--- config.mk ---
export PLATFORM = sky130hd
export DESIGN_NAME = refclk_req_ctrl
export DESIGN_NICKNAME = d
export VERILOG_FILES = /design/src/rtl/refclk_req_pkg.sv /design/src/rtl/refclk_req_sync.sv /design/src/rtl/refclk_req_dp.sv /design/src/rtl/refclk_req_fsm.sv /design/src/rtl/refclk_req_ctrl.sv
export SDC_FILE = /design/constraint.sdc
export NUM_CORES = 1
export LEC_CHECK = 0
export ABC_AREA = 1
export BUFFER_PORTS_ARGS = -buffer_cell sky130_fd_sc_hd__buf_2
export CORE_MARGIN = 3
export CORE_UTILIZATION = 36
export DETAILED_ROUTE_END_ITERATION = 12
export GPL_TIMING_DRIVEN = 0
export PLACE_DENSITY_LB_ADDON = 0.08
export SYNTH_ARGS = -nofsm -noshare
export SYNTH_HDL_FRONTEND = slang
export SYNTH_SLANG_ARGS = --single-unit
--- constraint.sdc ---
create_clock -name clk -period 1.6 [get_ports clk]
set_input_delay 0.32 -clock clk [delete_from_list [all_inputs] [get_ports clk]]
set_output_delay 0.32 -clock clk [all_outputs]
set_load 0.1 [all_outputs]
--- src/rtl/refclk_req_pkg.sv ---
package refclk_req_pkg;

  typedef enum logic [1:0] {
    LINK_ACTIVE  = 2'd0,
    LINK_PARTIAL = 2'd1,
    LINK_SLUMBER = 2'd2,
    LINK_OFF     = 2'd3
  } linkState_e;

  typedef enum logic [1:0] {
    ST_SETTLE   = 2'd0,
    ST_VALID    = 2'd1,
    ST_RELEASED = 2'd2
  } reqState_e;

  typedef struct packed {
    logic holdClr;
    logic holdInc;
    logic settleClr;
    logic settleInc;
  } ctrlStrobe_t;

endpackage

--- src/rtl/refclk_req_sync.sv ---
module refclk_req_sync #(
  parameter int WIDTH  = 8,
  parameter int STAGES = 2
) (
  input  logic             clk,
  input  logic             rstN,
  input  logic [WIDTH-1:0] dIn,
  output logic [WIDTH-1:0] dOut
);
  logic [WIDTH-1:0] stage [STAGES];

  always_ff @(posedge clk or negedge rstN) begin
    if (!rstN) stage[0] <= '0;
    else       stage[0] <= dIn;
  end

  for (genvar s = 1; s < STAGES; s++) begin : g_stage
    always_ff @(posedge clk or negedge rstN) begin
      if (!rstN) stage[s] <= '0;
      else       stage[s] <= stage[s-1];
    end
  end

  assign dOut = stage[STAGES-1];
endmodule

--- src/rtl/refclk_req_dp.sv ---
module refclk_req_dp
  import refclk_req_pkg::*;
#(
  parameter int NUM_PORTS      = 4,
  parameter int HOLDOFF_CYCLES = 64,
  parameter int SETTLE_CYCLES  = 20
) (
  input  logic                   clk,
  input  logic                   rstN,
  input  logic [2*NUM_PORTS-1:0] linkSync,
  input  ctrlStrobe_t            strobe,
  output logic                   allIdle,
  output logic                   holdLast,
  output logic                   settleLast
);
  localparam int HOLD_W   = $clog2(HOLDOFF_CYCLES + 1);
  localparam int SETTLE_W = $clog2(SETTLE_CYCLES + 1);

  logic [NUM_PORTS-1:0] portIdle;
  logic [HOLD_W-1:0]    holdCnt;
  logic [SETTLE_W-1:0]  settleCnt;

  for (genvar p = 0; p < NUM_PORTS; p++) begin : g_port
    linkState_e ls;
    assign ls          = linkState_e'(linkSync[2*p +: 2]);
    assign portIdle[p] = (ls == LINK_SLUMBER) || (ls == LINK_OFF);
  end

  assign allIdle = &portIdle;

  always_ff @(posedge clk or negedge rstN) begin
    if (!rstN)               holdCnt <= '0;
    else if (strobe.holdClr) holdCnt <= '0;
    else if (strobe.holdInc) holdCnt <= holdCnt + 1'b1;
  end

  always_ff @(posedge clk or negedge rstN) begin
    if (!rstN)                 settleCnt <= '0;
    else if (strobe.settleClr) settleCnt <= '0;
    else if (strobe.settleInc) settleCnt <= settleCnt + 1'b1;
  end

  assign holdLast   = (holdCnt == HOLD_W'(HOLDOFF_CYCLES - 1));
  assign settleLast = (settleCnt == SETTLE_W'(SETTLE_CYCLES - 1));
endmodule

--- src/rtl/refclk_req_fsm.sv ---
module refclk_req_fsm
  import refclk_req_pkg::*;
(
  input  logic        clk,
  input  logic        rstN,
  input  logic        allIdle,
  input  logic        reqEnable,
  input  logic        padNative,
  input  logic        holdLast,
  input  logic        settleLast,
  output ctrlStrobe_t strobe,
  output logic        reqActive,
  output logic        clkValid
);
  reqState_e state, stateNext;
  logic      canIdle;

  assign canIdle = allIdle && reqEnable && padNative;

  always_comb begin
    stateNext = state;
    strobe    = '0;
    unique case (state)
      ST_SETTLE: begin
        strobe.settleInc = 1'b1;
        strobe.holdClr   = 1'b1;
        if (settleLast) begin
          stateNext        = ST_VALID;
          strobe.settleClr = 1'b1;
        end
      end
      ST_VALID: begin
        strobe.settleClr = 1'b1;
        if (!canIdle) begin
          strobe.holdClr = 1'b1;
        end else if (holdLast) begin
          strobe.holdClr = 1'b1;
          stateNext      = ST_RELEASED;
        end else begin
          strobe.holdInc = 1'b1;
        end
      end
      ST_RELEASED: begin
        strobe.settleClr = 1'b1;
        strobe.holdClr   = 1'b1;
        if (!canIdle) stateNext = ST_SETTLE;
      end
      default: stateNext = ST_SETTLE;
    endcase
  end

  always_ff @(posedge clk or negedge rstN) begin
    if (!rstN) state <= ST_SETTLE;
    else       state <= stateNext;
  end

  assign reqActive = (state != ST_RELEASED);
  assign clkValid  = (state == ST_VALID);
endmodule

--- src/rtl/refclk_req_ctrl.sv ---
module refclk_req_ctrl
  import refclk_req_pkg::*;
#(
  parameter int NUM_PORTS      = 4,
  parameter int HOLDOFF_CYCLES = 64,
  parameter int SETTLE_CYCLES  = 20
) (
  input  logic                   clk,
  input  logic                   rstN,
  input  logic [2*NUM_PORTS-1:0] linkState,
  input  logic                   reqEnable,
  input  logic                   padNative,
  output logic                   padOe,
  output logic                   padOut,
  output logic                   clkValid
);
  localparam int LS_W = 2 * NUM_PORTS;

  logic [LS_W-1:0] linkSync;
  ctrlStrobe_t     strobe;
  logic            allIdle, holdLast, settleLast, reqActive;

  refclk_req_sync #(.WIDTH(LS_W), .STAGES(2)) u_sync (
    .clk(clk), .rstN(rstN), .dIn(linkState), .dOut(linkSync)
  );

  refclk_req_dp #(
    .NUM_PORTS(NUM_PORTS), .HOLDOFF_CYCLES(HOLDOFF_CYCLES), .SETTLE_CYCLES(SETTLE_CYCLES)
  ) u_dp (
    .clk(clk), .rstN(rstN), .linkSync(linkSync), .strobe(strobe),
    .allIdle(allIdle), .holdLast(holdLast), .settleLast(settleLast)
  );

  refclk_req_fsm u_fsm (
    .clk(clk), .rstN(rstN), .allIdle(allIdle), .reqEnable(reqEnable),
    .padNative(padNative), .holdLast(holdLast), .settleLast(settleLast),
    .strobe(strobe), .reqActive(reqActive), .clkValid(clkValid)
  );

  // open-drain pad, data tied low, only the enable moves
  assign padOut = 1'b0;
  assign padOe  = padNative && reqActive;
endmodule

==> impl_metrics.ini <==
[status]
status = complete, no violations

[power]
p_int_mw = 0.837
power.switching_mw = 0.209
powerDensity_nw_per_um2 = 681
p_leak_nw = 0.890
ir_worst_vdd_uv = 419
sw_frac_of_total_pct = 20.0
comb_power_share_pct = 5.6
sequentialPowerShare_pct = 54.4
power_frac_clock_pct = 40.1

[floorplanning]
std_cell_rows = 20
die_area_um2 = 3990
core_area_um2 = 3080
dieWidth_um = 63.2
chipHeight_um = 63.2
start_util_pct = 38.2
io_pins = 15

[critical_path]
critPathSlowestCell = dfrtp_1
crit_chain = inv_2 > ha_4 > nor2_4 > buf_12
reg2reg_slack_ns = 0.07
path_buf_inv = 2
crit_fanout = 4
worst-setup-path-type = flip-flop to output pin
critPathCaptureType = output pin
cp.required_ns = 1.28
worstSetupStartpointType = flip-flop
rr_worst_depth = 10
cpPeakStageDelay_ns = 0.43
rr_endpoint = u_dp.settleCnt[4]$_DFFE_PN0P_
cpLargestDelayFamily = flip-flops
r2r-start = u_fsm.state[0]$_DFFE_PN0P_
cp_num_cells = 4
cp.arrival_ns = 1.26

[drt]
drc = 0
wl_per_cell_um = 9.79
ant_nets = 0
drt_first_pass_iters = 4
vias = 889
viasPerCell = 4.25
finalWirelength_um = 2050
first_iter_violations = 60

[grt]
grt-ovfl-total = 0
grt_max_degree = 23
grt_pass1_wl_um = 3480
antenna_found_initial = 0
grtUsageMet2_pct = 18.8
grt_use_met1_pct = 12.8
use_met3_pct = 3.92
top_usage_layer = met2
track_usage_pct = 10.9
grt_pass1_vias = 835

[yosys]
synth-warning-count = 0
synth_cells = 138
netlist_area_um2 = 1180
ys_ff_latch = 22
synthSimpleGateAreaFrac_pct = 25.3
synth_cell_type_count = 24
avgSynthCellArea_um2 = 8.52
synthAdderAreaFrac_pct = 7.45
seq_area_frac_synth_pct = 46.8
synth_top_family_by_area = simple AND/OR/NAND/NOR gates
synth_fp_nets = 157
synthMuxAreaShare_pct = 0
synth_compound_area_share_pct = 3.30
synthXorXnorAreaFrac_pct = 4.47

[clock_tree]
cts-root-buf = clkbuf_4
clkLatencyLatePin_ns = 0.30
clock-sinks = 22
cts_inserted_buffers = 3
h-tree-depth = 1
cts.path.max_buffers = 2
clk_pin_slew_ns = 0.12
cts_tree = built

[timing]
finalSetupViolCount = 0
slew_viol_final = 0
rsz0062_at_grt = true
fin_skew_ns = 0.00345
hold_violations = 0
post-route-min-period_ns = 1.58
max_freq_mhz = 632
finalCritPeriodShare_pct = 98.9
final.setup.tns_ns = 0

[layout]
drive_gt1_share_pct = 27.9
syn_to_final_growth_pct = 30.6
final_nets = 185
antenna_cells = 0
post-route-util_pct = 49.9

[worst_hold_path]
hold_class = primary input to flip-flop
worstHoldPathCells = 1
min-delay-start = linkState[1]
whs_endpoint = u_sync.stage[9]$_DFF_PN0_

[place]
place_congestion = 0.707
port_buffers = 9
dp_hpwl_um = 1410

[job]
max_cap_violations = 0
-- cells in the mapped netlist --
master    instances  area [um^2]
buf_6             1         11.3
clkinv_1          1         3.75
nor2_4            1         11.3
nand4_1           6         37.5
nand2_1          39          146
ha_1              7         87.6
nand3_1           2         10.0
a21oi_2           1         8.76
o21ai_0           4         20.0
inv_1            26         97.6
nor2_1            8         30.0
xor2_1            6         52.6
a21oi_1           1         5.00
nand2_2           3         18.8
nand3b_1          1         7.51
conb_1            1         3.75
buf_8             1         15.0
dfrtp_1          22          551
o21ai_1           1         5.00
buf_4             1         7.51
nor3_4            1         16.3
inv_4             1         6.26
nand3_2           2         20.0
inv_2             1         3.75
-- power groups by stage --
stage / Sequential, mW / Combinational [mW] / Clock [mW]
after floorplan: 0.579 / 0.0300 / 0
after global placement: 0.579 / 0.0508 / 0
after detailed placement: 0.580 / 0.0515 / 0
after CTS: 0.569 / 0.0597 / 0.434
after global routing: 0.571 / 0.0645 / 0.467
final: 0.569 / 0.0583 / 0.419
-- cell type report --
type                    count  area (um^2)
clock buffers               3         22.5
clock inverters             1         30.0
well taps                  44         55.1
plain buffers               3         33.8
inverters                  29          114
flip-flops and latches     22          552
fillers                   291         1540
repair buffers             23          204
multi-input cells          84          526
-- how the worst max path moves through the flow --
stage	end	from	slack (ns)
2_1_floorplan	padOe	u_fsm.state[0]$_DFFE_PN0P_	-0.21
3_3_place_gp	padOe	u_fsm.state[0]$_DFFE_PN0P_	0.02
3_5_place_dp	padOe	u_fsm.state[0]$_DFFE_PN0P_	0.0008
4_1_cts	u_dp.settleCnt[3]$_DFFE_PN0P_	u_fsm.state[0]$_DFFE_PN0P_	-0.008
5_1_grt	padOe	u_fsm.state[0]$_DFFE_PN0P_	-0.05
6_report	padOe	u_fsm.state[0]$_DFFE_PN0P_	0.02
-- flip-flops by register name, summed over array words and instances, names as in the netlist --
signal,flops
u_dp.holdCnt,7
u_dp.settleCnt,5
u_fsm.state,2
u_sync.dOut,4
u_sync.stage,4
-- logic make-up after synthesis --
kind of cell | count (synthesis)
other | 1
AO/OA/AOI/OAI | 7
adder cells (fa/ha/maj) | 7
buffers and inverters | 32
AND/OR/NAND/NOR | 63
XOR/XNOR | 6
flip-flops | 22
-- routing by layer --
layer | vias to the layer above | routed length, um
met1 | 409 | 896
met2 | 14 | 1050
li1 | 464 | -
met3 | 2 | 84
met5 | - | 0
met4 | 0 | 19
-- timing repair --
| action | 4_1_cts | 5_1_grt |
|---|---|---|
| setup endpoints to repair | 2 | 7 |
| resized for setup | 12 | 7 |
| endpoints found under the hold margin | 22 | 0 |
| hold buffers | 1 | 0 |
| setup buffers | 3 | 9 |
| cloned | 0 | 1 |
| pin swaps | 2 | 1 |
-- worst register-to-register path, delay by kind of cell (launching register included) --
kind          cells  cell delay (ns)
simple gates      2             0.16
fa+ha+maj         1             0.14
xor+xnor          1             0.18
flops             1             0.44
buf+inv           6             0.51
-- through the flow --
step | setup WS, ns | instances | area (um^2) | hold slack (ns) | power (mW)
2_1_floorplan | -0.208 | 138 | 1180 | 0.0244 | 0.609
3_3_place_gp | 0.0174 | 191 | 1280 | 0.307 | 0.630
3_5_place_dp | 0.000794 | 191 | 1280 | 0.316 | 0.631
4_1_cts | -0.00791 | 199 | 1420 | 0.0971 | 1.06
5_1_grt | -0.0465 | 209 | 1540 | 0.0761 | 1.10
6_report | 0.0176 | 209 | 1540 | 0.111 | 1.05
-- placed cells by master (no fill, tap or decap), drive strengths merged, types with 2 or more instances in the layout --
cell type / n
a21oi: 2
buf: 24
nor2: 9
ha: 7
o21ai: 5
inv: 28
dfrtp: 22
xor2: 6
nand3: 4
clkbuf: 4
nand2: 42
nand4: 6
Note: power is estimated with default switching activity, not from simulation.
